$ cat config.mk
export PLATFORM = sky130hd
export DESIGN_NAME = tas_slot_selector
export DESIGN_NICKNAME = d
export VERILOG_FILES = /design/src/rtl/tas_pkg.sv /design/src/rtl/tas_oldest_pick.sv /design/src/rtl/tas_req_queue.sv /design/src/rtl/tas_slot_fsm.sv /design/src/rtl/tas_slot_selector.sv
export SDC_FILE = /design/constraint.sdc
export NUM_CORES = 1
export LEC_CHECK = 0
export ABC_AREA = 1
export BUFFER_PORTS_ARGS = -buffer_cell sky130_fd_sc_hd__buf_2
export CORE_MARGIN = 1.5
export CORE_UTILIZATION = 25
export DETAILED_ROUTE_END_ITERATION = 8
export MAX_ROUTING_LAYER = met4
export PLACE_DENSITY_LB_ADDON = 0.05
export SETUP_SLACK_MARGIN = 0.3
export SYNTH_ARGS = -nofsm -noshare
export SYNTH_HDL_FRONTEND = slang
export SYNTH_HIERARCHICAL = 1
export SYNTH_SLANG_ARGS = --single-unit
$ cat constraint.sdc
create_clock -name clk -period 4.9 [get_ports clk]
set_input_delay 0.245 -clock clk [delete_from_list [all_inputs] [get_ports clk]]
set_output_delay 0.245 -clock clk [all_outputs]
set_load 0.01 [all_outputs]
$ cat src/rtl/tas_pkg.sv
package tas_pkg;

    typedef enum logic [0:0] {
        SLOT_ISSUE = 1'b0,
        SLOT_HOLD  = 1'b1
    } slot_state_e;

    // Group that a bank belongs to under modulo grouping.
    function automatic int unsigned bank_group(int unsigned bank, int unsigned groups);
        return bank % groups;
    endfunction

endpackage

$ cat src/rtl/tas_oldest_pick.sv
module tas_oldest_pick #(
    parameter int DEPTH      = 4,
    parameter int BANK_W     = 3,
    parameter int NUM_GROUPS = 3,
    localparam int GRP_W     = (NUM_GROUPS > 1) ? $clog2(NUM_GROUPS) : 1,
    localparam int IDX_W     = (DEPTH > 1) ? $clog2(DEPTH) : 1
) (
    input  logic [DEPTH-1:0]        entry_valid,
    input  logic [DEPTH*BANK_W-1:0] entry_bank,
    input  logic [GRP_W-1:0]        group,
    output logic                    found,
    output logic [IDX_W-1:0]        found_idx
);

    logic [DEPTH-1:0] eligible;

    generate
        for (genvar i = 0; i < DEPTH; i++) begin : g_elig
            assign eligible[i] = entry_valid[i] &&
                (GRP_W'(tas_pkg::bank_group(32'(entry_bank[i*BANK_W +: BANK_W]), NUM_GROUPS)) == group);
        end
    endgenerate

    // Entry 0 is the oldest; the lowest eligible index wins.
    always_comb begin
        found     = 1'b0;
        found_idx = '0;
        for (int i = DEPTH - 1; i >= 0; i--) begin
            if (eligible[i]) begin
                found     = 1'b1;
                found_idx = IDX_W'(i);
            end
        end
    end

endmodule

$ cat src/rtl/tas_req_queue.sv
module tas_req_queue #(
    parameter int DEPTH      = 4,
    parameter int BANK_W     = 3,
    parameter int TAG_W      = 8,
    parameter int NUM_GROUPS = 3,
    localparam int GRP_W     = (NUM_GROUPS > 1) ? $clog2(NUM_GROUPS) : 1,
    localparam int IDX_W     = (DEPTH > 1) ? $clog2(DEPTH) : 1,
    localparam int CNT_W     = $clog2(DEPTH + 1)
) (
    input  logic              clk,
    input  logic              rst,
    input  logic              push,
    input  logic [BANK_W-1:0] push_bank,
    input  logic [TAG_W-1:0]  push_tag,
    input  logic [GRP_W-1:0]  group,
    input  logic              take,
    output logic              hit,
    output logic [BANK_W-1:0] hit_bank,
    output logic [TAG_W-1:0]  hit_tag,
    output logic              full
);

    logic [BANK_W-1:0] q_bank [DEPTH];
    logic [TAG_W-1:0]  q_tag  [DEPTH];
    logic [CNT_W-1:0]  cnt_q;

    logic [BANK_W-1:0] n_bank [DEPTH];
    logic [TAG_W-1:0]  n_tag  [DEPTH];
    logic [CNT_W-1:0]  n_cnt;

    logic [DEPTH-1:0]        valid_vec;
    logic [DEPTH*BANK_W-1:0] bank_flat;
    logic [IDX_W-1:0]        pick_idx;
    logic                    pick_found;

    generate
        for (genvar i = 0; i < DEPTH; i++) begin : g_flat
            assign valid_vec[i]                    = (CNT_W'(i) < cnt_q);
            assign bank_flat[i*BANK_W +: BANK_W]   = q_bank[i];
        end
    endgenerate

    tas_oldest_pick #(
        .DEPTH      (DEPTH),
        .BANK_W     (BANK_W),
        .NUM_GROUPS (NUM_GROUPS)
    ) u_pick (
        .entry_valid (valid_vec),
        .entry_bank  (bank_flat),
        .group       (group),
        .found       (pick_found),
        .found_idx   (pick_idx)
    );

    assign full     = (cnt_q == CNT_W'(DEPTH));
    assign hit      = pick_found;
    assign hit_bank = q_bank[pick_idx];
    assign hit_tag  = q_tag[pick_idx];

    // Removal closes the gap by shifting younger entries down, which
    // keeps index order equal to age order; a push lands on the tail.
    always_comb begin
        n_bank = q_bank;
        n_tag  = q_tag;
        n_cnt  = cnt_q;
        if (take && pick_found) begin
            for (int i = 0; i < DEPTH - 1; i++) begin
                if (IDX_W'(i) >= pick_idx) begin
                    n_bank[i] = q_bank[i+1];
                    n_tag[i]  = q_tag[i+1];
                end
            end
            n_cnt = cnt_q - CNT_W'(1);
        end
        if (push && !full) begin
            for (int i = 0; i < DEPTH; i++) begin
                if (CNT_W'(i) == n_cnt) begin
                    n_bank[i] = push_bank;
                    n_tag[i]  = push_tag;
                end
            end
            n_cnt = n_cnt + CNT_W'(1);
        end
    end

    always_ff @(posedge clk) begin
        if (rst) begin
            cnt_q <= '0;
        end else begin
            cnt_q <= n_cnt;
        end
    end

    always_ff @(posedge clk) begin
        q_bank <= n_bank;
        q_tag  <= n_tag;
    end

endmodule

$ cat src/rtl/tas_slot_fsm.sv
module tas_slot_fsm #(
    parameter int SLOT_CYCLES = 15,
    parameter int NUM_GROUPS  = 3,
    parameter int NUM_DOMAINS = 4,
    localparam int CNT_W      = (SLOT_CYCLES > 2) ? $clog2(SLOT_CYCLES) : 1,
    localparam int GRP_W      = (NUM_GROUPS > 1) ? $clog2(NUM_GROUPS) : 1,
    localparam int DOM_W      = (NUM_DOMAINS > 1) ? $clog2(NUM_DOMAINS) : 1
) (
    input  logic             clk,
    input  logic             rst,
    output logic             slot_issue,
    output logic [GRP_W-1:0] cur_group,
    output logic [DOM_W-1:0] cur_domain
);

    import tas_pkg::*;

    slot_state_e      state_q, state_n;
    logic [CNT_W-1:0] cyc_q;
    logic [GRP_W-1:0] group_q;
    logic [DOM_W-1:0] dom_q;
    logic             advance;

    // Next state.
    always_comb begin
        state_n = state_q;
        unique case (state_q)
            SLOT_ISSUE: state_n = SLOT_HOLD;
            SLOT_HOLD:  state_n = (cyc_q == CNT_W'(SLOT_CYCLES - 1)) ? SLOT_ISSUE : SLOT_HOLD;
            default:    state_n = SLOT_ISSUE;
        endcase
    end

    assign advance = (state_q == SLOT_HOLD) && (state_n == SLOT_ISSUE);

    // State register with slot cycle count and rotation pointers.
    always_ff @(posedge clk) begin
        if (rst) begin
            state_q <= SLOT_ISSUE;
            cyc_q   <= '0;
            group_q <= '0;
            dom_q   <= '0;
        end else begin
            state_q <= state_n;
            cyc_q   <= (state_n == SLOT_ISSUE) ? '0 : cyc_q + CNT_W'(1);
            if (advance) begin
                group_q <= (group_q == GRP_W'(NUM_GROUPS - 1)) ? '0 : group_q + GRP_W'(1);
                dom_q   <= (dom_q == DOM_W'(NUM_DOMAINS - 1)) ? '0 : dom_q + DOM_W'(1);
            end
        end
    end

    // Outputs.
    always_comb begin
        slot_issue = 1'b0;
        unique case (state_q)
            SLOT_ISSUE: slot_issue = 1'b1;
            SLOT_HOLD:  slot_issue = 1'b0;
            default:    slot_issue = 1'b0;
        endcase
        cur_group  = group_q;
        cur_domain = dom_q;
    end

endmodule

$ cat src/rtl/tas_slot_selector.sv
module tas_slot_selector #(
    parameter int NUM_DOMAINS = 4,
    parameter int NUM_BANKS   = 8,
    parameter int NUM_GROUPS  = 3,
    parameter int QUEUE_DEPTH = 4,
    parameter int SLOT_CYCLES = 15,
    parameter int TAG_W       = 8,
    localparam int BANK_W     = (NUM_BANKS > 1) ? $clog2(NUM_BANKS) : 1,
    localparam int GRP_W      = (NUM_GROUPS > 1) ? $clog2(NUM_GROUPS) : 1,
    localparam int DOM_W      = (NUM_DOMAINS > 1) ? $clog2(NUM_DOMAINS) : 1
) (
    input  logic                          clk,
    input  logic                          rst,
    input  logic [NUM_DOMAINS-1:0]        req_valid,
    input  logic [NUM_DOMAINS*BANK_W-1:0] req_bank,
    input  logic [NUM_DOMAINS*TAG_W-1:0]  req_tag,
    output logic [NUM_DOMAINS-1:0]        req_full,
    output logic                          grant_valid,
    output logic                          grant_dummy,
    output logic [DOM_W-1:0]              grant_domain,
    output logic [GRP_W-1:0]              grant_group,
    output logic [BANK_W-1:0]             grant_bank,
    output logic [TAG_W-1:0]              grant_tag
);

    logic             slot_issue;
    logic [GRP_W-1:0] cur_group;
    logic [DOM_W-1:0] cur_domain;

    logic [NUM_DOMAINS-1:0] q_hit;
    logic [BANK_W-1:0]      q_bank [NUM_DOMAINS];
    logic [TAG_W-1:0]       q_tag  [NUM_DOMAINS];

    logic              sel_hit;
    logic [BANK_W-1:0] sel_bank;
    logic [TAG_W-1:0]  sel_tag;

    tas_slot_fsm #(
        .SLOT_CYCLES (SLOT_CYCLES),
        .NUM_GROUPS  (NUM_GROUPS),
        .NUM_DOMAINS (NUM_DOMAINS)
    ) u_fsm (
        .clk        (clk),
        .rst        (rst),
        .slot_issue (slot_issue),
        .cur_group  (cur_group),
        .cur_domain (cur_domain)
    );

    generate
        for (genvar d = 0; d < NUM_DOMAINS; d++) begin : g_dom
            tas_req_queue #(
                .DEPTH      (QUEUE_DEPTH),
                .BANK_W     (BANK_W),
                .TAG_W      (TAG_W),
                .NUM_GROUPS (NUM_GROUPS)
            ) u_queue (
                .clk       (clk),
                .rst       (rst),
                .push      (req_valid[d]),
                .push_bank (req_bank[d*BANK_W +: BANK_W]),
                .push_tag  (req_tag[d*TAG_W +: TAG_W]),
                .group     (cur_group),
                .take      (slot_issue && (cur_domain == DOM_W'(d))),
                .hit       (q_hit[d]),
                .hit_bank  (q_bank[d]),
                .hit_tag   (q_tag[d]),
                .full      (req_full[d])
            );
        end
    endgenerate

    // Only the owning domain's queue is looked at.
    always_comb begin
        sel_hit  = 1'b0;
        sel_bank = '0;
        sel_tag  = '0;
        for (int d = 0; d < NUM_DOMAINS; d++) begin
            if (cur_domain == DOM_W'(d)) begin
                sel_hit  = q_hit[d];
                sel_bank = q_bank[d];
                sel_tag  = q_tag[d];
            end
        end
    end

    // The group index is also the lowest bank of the group: dummy target.
    always_ff @(posedge clk) begin
        if (rst) begin
            grant_valid  <= 1'b0;
            grant_dummy  <= 1'b0;
            grant_domain <= '0;
            grant_group  <= '0;
            grant_bank   <= '0;
            grant_tag    <= '0;
        end else begin
            grant_valid <= slot_issue;
            if (slot_issue) begin
                grant_dummy  <= !sel_hit;
                grant_domain <= cur_domain;
                grant_group  <= cur_group;
                grant_bank   <= sel_hit ? sel_bank : BANK_W'(cur_group);
                grant_tag    <= sel_hit ? sel_tag : '0;
            end
        end
    end

endmodule

==> summary.md, run 1 <==
| Metric | Value |
|---|---|
| Fin area | 16100 sq um |
| Post-synthesis async set-or-reset flop share | 0 |
| Die Width | 239 um |
| Final GP Congestion | 0.786 |
| Yosys Warn Count | 6 |
| Nets | 2331 |
| Antenna diodes | 0 |
| Status | finished clean |
| Worst-Skew Late Latency | 0.58 ns |
| Most frequent CP cell | nand2_1 |
| Max Cap Violations | 0 |
| Largest net degree at the start of global routing | 37 |
| Synthesized area per cell | 6.39 sq um |
| Cell count after synthesis | 2186 |
| Vias in the first global route | 12.8k |
| CTS tree | done |
| Initial Util | 0.253 |
| Worst Path Max Fanout | 35 |
| Tot Pwr | 9.17 mW |
| Post-synth top area share | 0.244 |
| Initial DRC count | 961 |
| ANT nets after route | 0 |
| Clk slew on worst S/H paths | 0.05 ns |
| Number of I/O port buffers | 70 |
| Slew headroom | 0.313 |
| Max IR drop VDD | 0.221 mV |
| Top cells by area, synth | dfxtp_1 (24%), nand2_1 (21%), edfxtp_1 (9.5%), o21ai_0 (8.9%), inv_1 (5.4%) |
| Core area | 55100 sq um |
| Synthesized area | 14000 sq um |
| Synth Flop Type | dfxtp_1 |
| Placed cell area | 14800 sq um |
| Max Freq | 260 MHz |
| Slew @ Worst Pin | 1.03 ns |
| Final setup fails | 0 |
| Final hold violations | 0 |
| Critical Path AT | 4.30 ns |
| Netlist cell types | 35 |
| Via count | 13.8k |
| CP required | 5.35 ns |
| Die height | 239 um |
| Clock sink count | 214 |
| CP peak stage delay | 0.97 ns |
| WL/cell | 16.7 um |
| CTS H-Tree Depth | 1 |
| CTS hold repair buffers | 45 |
| GRT Overall Usage | 0.181 |
| Post-CTS sizing | 0 |
| Largest delay contributor family on the critical path | simple AND/OR/NAND/NOR gates |
| Critical path endpoint category | flip-flop |
| # IOs | 71 |
| Post-Route Skew | 0.0137 ns |
| RSZ-0062 raised after global routing | false |
| Final min period | 3.84 ns |
| Setup bufs post-CTS | 0 |
| Leak | 7.70 nW |
| CP max stage cell | dfxtp_2 |
| Final HPWL from detailed placement | 34400 um |
| R2R setup slack | 1.06 ns |
| Initial DRT Pass Iterations | 6 |
| Place WS | 1.07 ns |
| First-pass GRT wire length | 77500 um |
| Synth-to-Final Area Change | 15.6% |
| Initial antenna violation count | 0 |
| CP cell instances | xnor2_1 -> nand2_1 -> inv_1 -> nor2_1 -> nand2_1 -> nand2_2 -> inv_1 -> nand2_1 -> nand2_8 -> nor2_4 -> nand2_1 -> nand2_1 -> nand2_1 -> o21ai_1 -> nand2_1 |
| Startpoint Class | flip-flop |
| WS Path Type | reg2reg |
| Final period util | 0.785 |
| Vias/cell | 4.56 |
| Final Slew Violations | 0 |
| Total CTS buffers | 31 |
| HP Class | in2reg |
| Fin Setup TNS | 0 ns |
| GRT Residual Overflow | 0 |
| Fin worst setup slack | 1.06 ns |
| Maximum clock path buffer count | 3 |
| EDFF count, synth | 44 |
| Post-detailed-routing wire length | 50400 um |
| Share of cells above drive strength 1 | 0.113 |
| DRC viols | 0 |
| Yosys top cell by area | dfxtp_1 |
| Die area | 57300 sq um |
| Power per Cell Area | 568 nW/um^2 |
| Top-count cell post-synth | nand2_1 |
| Syn_nets | 2271 |
| Flop and latch count out of synthesis | 214 |
| Placement Rows | 86 |
| Most common library cells after synthesis | nand2_1 (768), o21ai_0 (248), inv_1 (200) |
| CP Buf/Inv Count | 2 |
| Root Buffer | clkbuf_16 |
| Seq/Total Area, Yosys | 0.338 |
## final cells by class
cell class,count,area [sq um]
inverters,218,818
multi-input cells,1644,7770
flip-flops and latches,214,4730
clock buffers,48,880
well taps,748,936
repair buffers,137,966
fillers,6159,39000
clock inverters,7,35.0
## worst min-delay path, cell delays in order
cell	delay, ns
buf_2	0.08
nand2_2	0.09
nand2_1	0.08
nand3_1	0.06
inv_1	0.05
## where the power goes
part           internal (mW)  switching, mW  total (mW)
Clock                   1.22          0.870        2.09
Sequential              2.33          0.499        2.83
Combinational           1.32           2.94        4.25
Total                   4.87           4.31        9.17
## registers in the layout, summed over array words and instances, names as in the netlist
signal / count
g_dom.u_queue/bank_flat: 48
g_dom.u_queue/cnt_q: 12
g_dom.u_queue/q_tag: 128
grant_bank: 3
grant_domain: 2
grant_dummy: 1
grant_group: 2
grant_tag: 8
grant_valid: 1
u_fsm/cur_domain: 2
u_fsm/cur_group: 2
u_fsm/cyc_q: 4
u_fsm/state_q: 1
## layer usage
layer / wire [um] / global-route usage
met4: 1300 / 0.0508
met2: 22800 / 0.284
met5: 0 / -
met1: 24600 / 0.244
met3: 1750 / 0.0206
## worst paths after layout
check / cells past startpoint / to / startpoint
setup / recovery: 15 / g_dom[1].u_queue/q_tag[28]$_DFF_P_ / u_fsm/cur_group[0]$_SDFFE_PP0P_
hold reg to reg: 2 / grant_group[1]$_SDFFE_PP0P_ / grant_group[1]$_SDFFE_PP0P_
setup reg to reg: 15 / g_dom[1].u_queue/q_tag[28]$_DFF_P_ / u_fsm/cur_group[0]$_SDFFE_PP0P_
hold / removal: 5 / g_dom[1].u_queue/cnt_q[2]$_SDFF_PP0_ / req_valid[1]
## through the flow
| step | instances | util | hold slack, ns |
|---|---|---|---|
| after floorplan | 2186 | - | 0.314 |
| after global placement | 2916 | 0.268 | 0.446 |
| after detailed placement | 2916 | 0.268 | 0.448 |
| after CTS | 3016 | 0.293 | 0.0498 |
| after global routing | 3016 | 0.293 | 0.0799 |
| final | 3016 | 0.293 | 0.0649 |
## placed cells by master, fill, tap and decap left out, drive strengths merged, types with 8 or more instances in the layout
master       Yosys  final
dlygate4sd3      0     45
xnor2            9      9
a21oi           13     13
o21ai          347    347
clkbuf          41     48
edfxtp          44     44
dfxtp          170    170
ha              35     35
inv            218    218
buf             69     92
nand3          122    122
nand4            8      8
o22ai           44     44
nand2          810    810
nor2           227    227
o21bai          10     10
## logic make-up (layout without fill, tap and decap cells)
logic type	count (synthesis)	in the layout	synth area share
DFF	214	214	0.338
xor gates and xnor gates	9	9	0.00565
adders and majority gates	35	35	0.0314
and+or+nand+nor	1180	1180	0.359
AOI/OAI and AO/OA	420	420	0.161
buffers and inverters	328	410	0.105
Power figures use the tool's default switching activity.
==> run 2, diff against run 1 <==
- ABC_AREA: 1 -> 0
- clock period: 4.9 -> 3.2 ns (I/O delays scaled with it)
==> run 2 against run 1 <==
  * Utilization rose by 9.8 points
  * Global-route usage is 0.58 points lower
  * Combinational power grew to 2.7 times the previous value
  * Clock-buffer cell count is 5 lower
  * Sequential share of layout area down 5.7 points
  * Non-clock buffer count rose by 265
  * Clock skew is 0.0055 ns higher
  * Critical path depth is 2 lower
  * Maximum frequency is 20% higher
  * Sequential power grew 58%
  * Die area is 6.6% lower
  * Critical endpoint is now grant_bank[0]$_SDFFE_PP0P_
==> summary.md, run 2 <==
| Metric | Value |
|---|---|
| Die area | 53500 sq um (was 57300 sq um) |
| Synth Area in Adders | 0.0336 (was 0.0314) |
| Most common library cells after synthesis | dfxtp_1 (170), mux2_2 (108), mux2_4 (82) (was nand2_1 (768), o21ai_0 (248), inv_1 (200)) |
| Via count | 10.0k (was 13.8k) |
| EDFF count, synth | 44 (unchanged) |
| Logic pwr share | 0.598 (was 0.464) |
| Top-count cell post-synth | dfxtp_1 (was nand2_1) |
| Synth-to-Final Area Change | 54.0% (was 15.6%) |
| Antenna diodes | 0 (unchanged) |
| Layout Cells excl Fill | 2162 (was 3016) |
| Total CTS buffers | 29 (was 31) |
| Multi-input combinational cell area | 9620 sq um (was 7770 sq um) |
| Final HPWL from detailed placement | 30600 um (was 34400 um) |
| CTS tree | done (unchanged) |
| Max Freq | 313 MHz (was 260 MHz) |
| Startpoint Class | flip-flop (unchanged) |
| Final min period | 3.20 ns (was 3.84 ns) |
| Slew @ Worst Pin | 0.862 ns (was 1.03 ns) |
| Cell count after synthesis | 1071 (was 2186) |
| WS Path Type | reg2reg (unchanged) |
| Largest net degree at the start of global routing | 34 (was 37) |
| Number of I/O port buffers | 70 (unchanged) |
| Final period util | 0.999 (was 0.785) |
| Initial Util | 0.254 (was 0.253) |
| First-pass GRT wire length | 68200 um (was 77500 um) |
| Worst-Skew Late Latency | 0.58 ns (about the same) |
| Initial DRT Pass Iterations | 6 (unchanged) |
| Post-Route Skew | 0.0192 ns (was 0.0137 ns) |
| Yosys Warn Count | 6 (unchanged) |
| Share of cells above drive strength 1 | 0.627 (was 0.113) |
| CP required | 3.62 ns (was 5.35 ns) |
| Final GP Congestion | 0.739 (was 0.786) |
| Flop and latch count out of synthesis | 214 (unchanged) |
| Slew headroom | 0.425 (was 0.313) |
| Max Cap Violations | 0 (unchanged) |
| Final setup fails | 0 (unchanged) |
| Internal power | 12.5 mW (was 4.87 mW) |
| Top cells by area, synth | dfxtp_1 (26%), edfxtp_1 (10%), mux2_4 (9.4%), mux2_2 (9.3%), mux4_2 (8.8%) (was dfxtp_1 (24%), nand2_1 (21%), edfxtp_1 (9.5%), o21ai_0 (8.9%), inv_1 (5.4%)) |
| Biggest register | g_dom.u_queue/q_tag (unchanged) |
| Synthesized area per cell | 12.2 sq um (was 6.39 sq um) |
| Compound-Gate Fraction of Synth Area | 0.0779 (was 0.161) |
| Leak | 8.60 nW (was 7.70 nW) |
| Sw Pwr | 6.55 mW (was 4.31 mW) |
| Register Area | 4740 sq um (was 4730 sq um) |
| Critical path endpoint category | flip-flop (unchanged) |
| Synthesized area | 13000 sq um (was 14000 sq um) |
| WL/cell | 21.2 um (was 16.7 um) |
| Post-synthesis async set-or-reset flop share | 0 (unchanged) |
| Commonest non-fill, non-tap cell in the layout | mux2_4 (was nand2_1) |
| Syn_nets | 1156 (was 2271) |
| Power per Cell Area | 948 nW/um^2 (was 568 nW/um^2) |
| FILL cells | 4992 (was 6159) |
| Max IR drop VDD | 0.462 mV (was 0.221 mV) |
| Post-synth top area share | 0.261 (was 0.244) |
| Placed insts | 1977 (was 2916) |
| Seq/Total Area, Yosys | 0.362 (was 0.338) |
| Critical Path AT | 3.61 ns (was 4.30 ns) |
| GRT Residual Overflow | 0 (unchanged) |
| Core area | 51400 sq um (was 55100 sq um) |
| Vias/cell | 4.64 (was 4.56) |
| Reg power frac | 0.235 (was 0.309) |
| Initial DRC count | 406 (was 961) |
| Final Hold Slack | 0.103 ns (was 0.0649 ns) |
| Worst Path Max Fanout | 6 (was 35) |
| Final hold violations | 0 (unchanged) |
| Synth Area in XOR/XNOR | 0.0299 (was 0.00565) |
| Nets | 1545 (was 2331) |
| Clock network fraction of total power | 0.167 (was 0.227) |
| Status | finished clean (unchanged) |
| Switch share | 0.344 (was 0.469) |
| RSZ-0062 raised after global routing | true (was false) |
| Post-detailed-routing wire length | 45800 um (was 50400 um) |
| Maximum clock path buffer count | 3 (unchanged) |
| Largest family of logic cells by synthesized area | multiplexers (was simple AND/OR/NAND/NOR gates) |
| Max FFs per register | 128 (unchanged) |
| Synth Flop Type | dfxtp_1 (unchanged) |
| CTS H-Tree Depth | 1 (unchanged) |
| HP Class | in2reg (unchanged) |
| DRC viols | 0 (unchanged) |
| Multiplexer share of the synthesized area | 0.357 (was 0) |
| GRT Overall Usage | 0.175 (was 0.181) |
| ANT nets after route | 0 (unchanged) |
| Initial antenna violation count | 1 (was 0) |
| Clock sink count | 214 (unchanged) |
| Placement Rows | 83 (was 86) |
| Die height | 231 um (was 239 um) |
| Die Width | 231 um (was 239 um) |
| Post-synthesis simple-gate area fraction | 0.104 (was 0.359) |
| Vias in the first global route | 10.4k (was 12.8k) |
| Tot Pwr | 19.0 mW (was 9.17 mW) |
| Commonest non-fill, non-tap cells in the layout | mux2_4 (234), buf_4 (178), dfxtp_1 (158) (was nand2_1 (768), o21ai_0 (248), inv_1 (200)) |
| Yosys top cell by area | dfxtp_1 (unchanged) |
| # IOs | 71 (unchanged) |
| Clk slew on worst S/H paths | 0.06 ns (was 0.05 ns) |
| Root Buffer | clkbuf_16 (unchanged) |
| Netlist cell types | 58 (was 35) |
| Final Slew Violations | 0 (unchanged) |
-- run 2: cell count changes in the layout (fill, tap and decap cells not counted), moves of 97 or more --
cell and change:
buf_4 +156, inv_1 -173, mux2_4 +234, nand2_1 -759, nand3_1 -97, nor2_1 -166
o21ai_0 -240
-- run 2: final timing paths --
kind,from,slack [ns],end,cells past startpoint
worst min register to register,grant_tag[1]$_SDFFE_PP0P_,0.47,grant_tag[1]$_SDFFE_PP0P_,2
worst min-delay path,req_valid[1],0.10,g_dom[1].u_queue/cnt_q[2]$_SDFF_PP0_,4
worst max-delay path,u_fsm/cur_group[0]$_SDFFE_PP0P_,0.003,grant_bank[0]$_SDFFE_PP0P_,13
worst max register to register,u_fsm/cur_group[0]$_SDFFE_PP0P_,0.003,grant_bank[0]$_SDFFE_PP0P_,13
-- run 2: power groups by stage --
stage / sequential (mW) / clock [mW] / combinational, mW
6_report: 4.48 / 3.18 / 11.4
2_1_floorplan: 4.33 / 0 / 5.67
3_5_place_dp: 4.46 / 0 / 8.81
4_1_cts: 4.46 / 3.30 / 11.0
5_1_grt: 4.59 / 3.39 / 12.1
3_3_place_gp: 4.47 / 0 / 8.79
-- run 2: critical path: stages (launching register included) --
cell       delay, ns
dfxtp_4         0.36
buf_12          0.15
buf_12          0.15
xnor2_4         0.13
or3_4           0.34
nand3_4         0.11
o221a_4         0.22
a2bb2oi_4       0.16
buf_12          0.13
buf_8           0.11
mux4_2          0.40
mux4_2          0.50
mux2i_1         0.17
a211oi_1        0.09
-- run 2: cell families after synthesis --
kind of cell,after synthesis
muxes,329
and+or+nand+nor,230
DFF,214
AOI/OAI and AO/OA,139
buffers and inverters,83
xor gates and xnor gates,41
adders and majority gates,35
-- run 2: cell type report --
class / count / share of cell area
Clock inverter: 10 / 0.00536
Clock buffer: 43 / 0.0398
Inverter: 35 / 0.00655
Tap cell: 680 / 0.0424
Sequential cell: 214 / 0.236
Multi-Input combinational cell: 778 / 0.480
Timing Repair Buffer: 402 / 0.190
-- run 2: layer usage --
layer,up-vias,track usage,wire (um)
met1,5035,0.235,21800
met4,0,0.0359,913
li1,4816,-,-
met5,-,-,0
met2,129,0.283,21800
met3,46,0.0205,1270
-- run 2: metrics by stage --
| step | util | setup TNS, ns | setup slack, ns | area [sq um] |
|---|---|---|---|---|
| after floorplan | - | 0 | 0.196 | 13300 |
| after global placement | 0.309 | -5.77 | -0.172 | 15900 |
| after detailed placement | 0.309 | -4.53 | -0.173 | 15900 |
| after CTS | 0.375 | -0.00963 | -0.00908 | 19300 |
| after global routing | 0.390 | -3.60 | -0.0882 | 20100 |
| final | 0.390 | 0 | 0.00323 | 20100 |
-- run 2: repair_timing --
| item | CTS | global route |
|---|---|---|
| pin swaps | 63 | 60 |
| buffers inserted | 51 | 19 |
| hold endpoints to repair | 176 | 0 |
| cloned | 15 | 3 |
| gates resized for setup | 340 | 149 |
| hold buffers | 44 | 0 |
| setup endpoints to repair | 192 | 197 |
